===== src/rtl/bus_ready_pkg.sv =====
package bus_ready_pkg;

    // which source won the sampling decision at an edge
    typedef enum logic [1:0] {
        SRC_NONE  = 2'd0,
        SRC_SYNC  = 2'd1,
        SRC_ASYNC = 2'd2
    } rdy_src_e;

    // a ready source counts only when line and enable are both low
    function automatic logic pair_on(input logic line_n, input logic en_n);
        return (!line_n) && (!en_n);
    endfunction

endpackage


===== src/rtl/edge_sync.sv =====
module edge_sync #(
    parameter int WIDTH  = 2,
    parameter int STAGES = 2
) (
    input  logic             clk,
    input  logic [WIDTH-1:0] din,
    output logic [WIDTH-1:0] dout
);
    logic [WIDTH-1:0] stage_d [STAGES];
    logic [WIDTH-1:0] stage_q [STAGES];

    always_comb begin
        stage_d[0] = din;
    end

    generate
        for (genvar s = 1; s < STAGES; s++) begin : g_stage
            always_comb begin
                stage_d[s] = stage_q[s-1];
            end
        end
    endgenerate

    always_ff @(negedge clk) begin
        stage_q <= stage_d;
    end

    assign dout = stage_q[STAGES-1];
endmodule


===== src/rtl/reset_path.sv =====
module reset_path #(
    parameter int STAGES = 2
) (
    input  logic clk,
    input  logic req_n,
    output logic reset_act
);
    logic req_sync;

    edge_sync #(.WIDTH(1), .STAGES(STAGES)) u_sync (
        .clk  (clk),
        .din  (req_n),
        .dout (req_sync)
    );

    assign reset_act = !req_sync;

    // request low on an edge gives reset two edges later, and back
    assert_reset_assert_R7: assert property (@(negedge clk)
        !req_n |-> ##2 reset_act);
    assert_reset_release_R7: assert property (@(negedge clk)
        req_n |-> ##2 !reset_act);
endmodule


===== src/rtl/ready_core.sv =====
module ready_core
    import bus_ready_pkg::*;
#(
    parameter int MIN_HOLD = 2
) (
    input  logic clk,
    input  logic rst_now,
    input  logic stat0_n,
    input  logic stat1_n,
    input  logic phase_hi,
    input  logic sync_on,
    input  logic async_on,
    output logic drive_low
);
    localparam int CNT_W = $clog2(MIN_HOLD + 1);
    localparam logic [CNT_W-1:0] HOLD_MAX = CNT_W'(MIN_HOLD);

    typedef struct packed {
        logic             drive;
        logic [CNT_W-1:0] held;
    } core_state_t;

    core_state_t st_d, st_q;
    rdy_src_e    src_d;
    logic        stat_idle;

    assign stat_idle = stat0_n && stat1_n;

    always_comb begin
        st_d  = st_q;
        src_d = SRC_NONE;
        if (rst_now) begin
            st_d.drive = 1'b1;
            st_d.held  = HOLD_MAX;
        end else if (!stat_idle) begin
            st_d.drive = 1'b0;
            st_d.held  = '0;
        end else begin
            if (phase_hi) begin
                if (async_on) begin
                    src_d = SRC_ASYNC;
                end else if (sync_on) begin
                    src_d = SRC_SYNC;
                end
                if (src_d != SRC_NONE) begin
                    st_d.drive = 1'b1;
                end else if (st_q.drive && (st_q.held >= HOLD_MAX)) begin
                    st_d.drive = 1'b0;
                end
            end
            if (!st_d.drive) begin
                st_d.held = '0;
            end else if (!st_q.drive) begin
                st_d.held = CNT_W'(1);
            end else if (st_q.held < HOLD_MAX) begin
                st_d.held = st_q.held + CNT_W'(1);
            end
        end
    end

    always_ff @(negedge clk) begin
        st_q <= st_d;
    end

    assign drive_low = st_q.drive;

    // a status line sampled low floats ready at that edge
    assert_status_release_R6: assert property (@(negedge clk) disable iff (rst_now)
        (!stat0_n || !stat1_n) |=> !drive_low);
    // qualified synchronous ready asserts at the sampling edge
    assert_sync_take_R2: assert property (@(negedge clk) disable iff (rst_now)
        (stat_idle && phase_hi && sync_on) |=> drive_low);
    // a fresh assertion survives the next edge unless a status line is low
    assert_min_hold_R5: assert property (@(negedge clk) disable iff (rst_now)
        ($rose(drive_low) && stat_idle) |=> drive_low);
    // active reset forces ready one edge later
    assert_reset_forces_R8: assert property (@(negedge clk)
        rst_now |=> drive_low);
endmodule


===== src/rtl/bus_ready_gen.sv =====
module bus_ready_gen
    import bus_ready_pkg::*;
#(
    parameter int SYNC_STAGES = 2,
    parameter int MIN_HOLD    = 2
) (
    input  logic bus_clk,
    input  logic rst_req_n,
    input  logic stat0_n,
    input  logic stat1_n,
    input  logic pclk_phase,
    input  logic sync_rdy_n,
    input  logic sync_en_n,
    input  logic async_rdy_n,
    input  logic async_en_n,
    output logic sys_reset,
    output logic rdy_pull_low,
    output logic rdy_n
);
    logic [1:0] async_raw;
    logic [1:0] async_syn;
    logic       async_on;
    logic       sync_on;

    assign async_raw = {async_rdy_n, async_en_n};

    edge_sync #(.WIDTH(2), .STAGES(SYNC_STAGES)) u_async_sync (
        .clk  (bus_clk),
        .din  (async_raw),
        .dout (async_syn)
    );

    reset_path #(.STAGES(SYNC_STAGES)) u_reset (
        .clk       (bus_clk),
        .req_n     (rst_req_n),
        .reset_act (sys_reset)
    );

    assign async_on = pair_on(async_syn[1], async_syn[0]);
    assign sync_on  = pair_on(sync_rdy_n, sync_en_n);

    ready_core #(.MIN_HOLD(MIN_HOLD)) u_core (
        .clk       (bus_clk),
        .rst_now   (sys_reset),
        .stat0_n   (stat0_n),
        .stat1_n   (stat1_n),
        .phase_hi  (pclk_phase),
        .sync_on   (sync_on),
        .async_on  (async_on),
        .drive_low (rdy_pull_low)
    );

    // pull-up resolution of the open-collector line
    assign rdy_n = !rdy_pull_low;
endmodule


===== config.mk =====
export PLATFORM = sky130hd
export DESIGN_NAME = bus_ready_gen
export DESIGN_NICKNAME = d
export VERILOG_FILES = /design/src/rtl/bus_ready_pkg.sv /design/src/rtl/edge_sync.sv /design/src/rtl/reset_path.sv /design/src/rtl/ready_core.sv /design/src/rtl/bus_ready_gen.sv
export SDC_FILE = /design/constraint.sdc
export NUM_CORES = 1
export LEC_CHECK = 0
export BUFFER_PORTS_ARGS = -buffer_cell sky130_fd_sc_hd__buf_2
export CORE_AREA = 2 2 39 41
export DETAILED_ROUTE_END_ITERATION = 7
export DIE_AREA = 0 0 41 43
export SLEW_MARGIN = 25
export SYNTH_ARGS = -nofsm -noshare
export SYNTH_HDL_FRONTEND = slang
export SYNTH_HIERARCHICAL = 1
export SYNTH_SLANG_ARGS = --single-unit

===== constraint.sdc =====
create_clock -name bus_clk -period 1.3 [get_ports bus_clk]
set_input_delay 0 -clock bus_clk [delete_from_list [all_inputs] [get_ports bus_clk]]
set_output_delay 0 -clock bus_clk [all_outputs]
set_load 0.03 [all_outputs]

=== After elaboration in Yosys (flattened, before gate mapping) ===
Cells that the tools add are included.

* Register bits after elaboration: 9
* Output and inout bits: 3

* $add $sub $neg: 1
* $lt $le $gt $ge: 2
* Eq/ne operators: 2
* Multiplexer cells: 14
* Reductions and logical operators: 12

{| class="wikitable"
|+ Operators by type and width
! cell !! count
|-
| $mux 2 || 7
|-
| $logic_not 1->1 || 6
|-
| $mux 1 || 6
|-
| $logic_and 1x1->1 || 4
|-
| $ne 4x4->1 const B || 1
|-
| $mux 3 || 1
|-
| $reduce_and 3->1 || 1
|-
| $add 2x1->2 const B || 1
|-
| $ge 2x2->1 const B || 1
|-
| $lt 2x2->1 const B || 1
|-
| $ne 2x2->1 const B || 1
|-
| $reduce_bool 2->1 || 1
|}

=== Logic depth before layout (Yosys ltp) ===
* Depth in word-level cells: 14
* Mapped depth: 5

=== By module ===
Netlist, hierarchy kept.

{| class="wikitable"
|+ Modules (own cells, without submodules)
! module !! times used !! cells an instance !! area an instance (um2) !! seq. area each (um2)
|-
| ready_core || 1 || 19 || 160.2 || 60.1
|-
| edge_sync at u_async_sync || 1 || 5 || 83.8 || 80.1
|-
| edge_sync at u_reset.u_sync || 1 || 3 || 43.8 || 40.0
|-
| bus_ready_gen || 1 || 3 || 11.3 || 0.0
|-
| reset_path || 1 || 1 || 3.8 || 0.0
|}

==> out/qor.yml <==
run_status: "finished with violations"
violations: "setup timing"
post_synth_fa_ha_maj_area_fraction: 0.04132
synth_simple_gate_area_frac: 0.1653
initial_core_util: 0.2188
route.detailed.wl_per_inst_um: 7.300
critPathSlowestCell: "dfxtp_2"
fin_worst_skew_ps: 3.343
detailed_place_hpwl_um: 401.8
placement_row_count: 14
drt_iter0_markers: 0
finalNonFillerCells: 70
globalRouteTotalUtil: 0.08853
grt.overflow.total: 0
synth_compound_area_frac: 0.08264
layout.area.seq_um2: 182.7
most_common_cell_after_layout_fill_and_taps_aside: "inv_1"
vias_in_the_first_global_route: 317
grt_setup_unrepaired: "yes"
port_buffers: 11
global_route_wire_length_before_repair_um: 986
grt_start_max_net_pins: 6
timing.final.max_slew_violations: 0
critical_path.max_stage_delay_ps: 330
report.final.setup_viol: 3
syn-cell-area_um2: 302.8
n_antenna_cell: 0
tritoncts.num_buffers: 3
worst_pin_slew_ps: 197.5
main_combinational_cell_family_by_area_after_synthesis: "simple AND/OR/NAND/NOR gates"
end_kind: "output pin"
irDropWorstVdd_uv: 513.0
critPathLaunchType: "flip-flop"
detail_route.first_pass.iterations: 1
top_layer: "met4"
synthesis.yosys.warnings: 6
timing.critical_path.cells: "inv_2 -> buf_6"
postSynthRegisterBits: 9
register_area_share_after_synthesis: 0.5950
core_region_area_mm2: 0.001384
clock_tree_from_tritoncts: "done"
route.detailed.drc: 0
via_count: 273
fp.dieH_um: 43
areaGrowthSynthToFinish_pct: 51.65
synth.distinct_cells: 13
wl_met1_um: 207
hold_violations: 0
layout_cell_share_with_drive_strength_beyond_1: 0.3889
htreeDepth: 1
drt_wl_total_um: 511
max_cap_viol_count: 0
cp.arrival_ps: 1460
cp_data_required_time_ps: 1300
clk_pin_slew_worst_paths_ps: 30
delay_heaviest_family_cp: "flip-flops"
antenna_found_initial: 0
placed_cells: 59
synth_nets: 41
worst_slack_ps: -159.8
clock_latency_ps: 320
path_max_fanout: 3
syn-mean-instance-area_um2: 9.767
total_area_of_multi_input_combinational_cells_um2: 96.34
place_worst_setup_slack_ps: -123.5
layout_common_cells: "inv_1 (12), buf_2 (8), dfxtp_1 (7), nor2_1 (5)"
slew-limit-headroom: 0.8683
final_net_count: 65
drt.antenna.violating_nets: 0
place_congestion: 0.7079
cts.sinks: 9
per_cell_via_count_in_the_routed_design: 3.900
cts_buffer_depth: 2
timing.critical_path.buf_inv: 2
synth.area.mux_share: 0
final.fill_count: 161
boundaryPins: 12
power.density_cell_area_mw_per_mm2: 1474
post_synth_xor_area_fraction: 0.02893
p_leak_uw: 0.0002544
die-area_mm2: 0.001763
setup.worst_path.class: "flip-flop to output pin"
met2RoutedLength_um: 229
route.met3.wl_um: 51
chipWidth_um: 41
ctsRootBufferMaster: "clkbuf_4"
syn_inst_count: 31
worstHoldPathType: "flip-flop to flip-flop"
==> layer usage <==
metal | global-route usage | up-vias
met2 | 0.1031 | 13
met4 | 0.1067 | 0
met5 | 0 | -
met1 | 0.07120 | 113
li1 | - | 144
met3 | 0.08901 | 3
==> registers in the layout, indices dropped and copies added (netlist names) <==
register / flops
u_async_sync/dout: 2
u_async_sync/stage_d: 2
u_core/drive_low: 1
u_core/st_q: 2
u_reset/u_sync/dout: 1
u_reset/u_sync/stage_d: 1
==> worst reg2reg max path: cells and delay by family, from the launching register on <==
family,cells,cell delay (ps)
flip-flops,1,330
buffers and inverters,1,50
AND/OR/NAND/NOR,1,140
AO/OA/AOI/OAI,2,410
adder cells (fa/ha/maj),1,180
==> layout make-up <==
class	instances	share of cell area
inverter	4	0.03270
multi-input combinational	15	0.2098
sequential	9	0.3978
clock buffer	3	0.04905
timing repair buffer	13	0.1853
tap	16	0.04360
clock inverter	10	0.08174
==> timing repair <==
item | CTS | global route
endpoints found under the setup margin | 3 | 3
setup buffers | 1 | 0
pin swaps | 0 | 0
hold buffers | 0 | 0
gates resized for setup | 7 | 1
==> kinds of logic (layout without fill, tap and decap cells) <==
| group | after synthesis | count (layout) |
|---|---|---|
| AO/OA/AOI/OAI | 3 | 3 |
| XOR/XNOR | 1 | 1 |
| adder cells (fa/ha/maj) | 1 | 1 |
| buffers and inverters | 7 | 30 |
| flip-flops | 9 | 9 |
| AND/OR/NAND/NOR | 10 | 10 |
==> per-stage QoR <==
stage,area [um^2],util,TNS [ps],hold slack (ps),power [uW]
final,459.2,0.3318,-462.5,321.3,676.8
after global routing,459.2,0.3318,-636.5,311.7,769.1
after CTS,457.9,0.3309,-510.3,323.0,701.0
after detailed placement,386.6,0.2794,-183.6,314.4,421.4
after global placement,386.6,0.2794,-180.8,312.0,420.8
after floorplan,304.0,-,0,309.6,395.7
==> power breakdown <==
group / total (uW) / switching [uW] / leakage, uW / internal (uW)
Sequential: 302 / 7.41 / 0.0000756 / 295
Clock: 306 / 159 / 0.0000671 / 147
Combinational: 68.1 / 32.8 / 0.000112 / 35.2
==> synth_stat cells <==
cell       instances  area (um^2)
a221oi_1           1        8.760
a2bb2oi_1          1        8.760
dfxtp_1            9        180.2
ha_1               1        12.51
inv_1              7        26.28
nand3_1            1        5.000
nand4b_1           1        8.760
nor2_1             5        18.77
nor3_1             1        5.000
o21a_1             1        7.510
or2_2              1        6.260
or3_1              1        6.260
xor2_1             1        8.760
==> worst paths after layout <==
check | from | to | slack [ps] | cells past startpoint
hold / removal | u_async_sync/stage_d[0] | u_async_sync/dout[0] | 320 | 0
hold reg to reg | u_async_sync/stage_d[0] | u_async_sync/dout[0] | 320 | 0
setup / recovery | u_core/drive_low | rdy_n | -160 | 2
setup reg to reg | u_core/st_q[0] | u_core/st_q[1] | 130 | 5
Power figures use the tool's default switching activity.
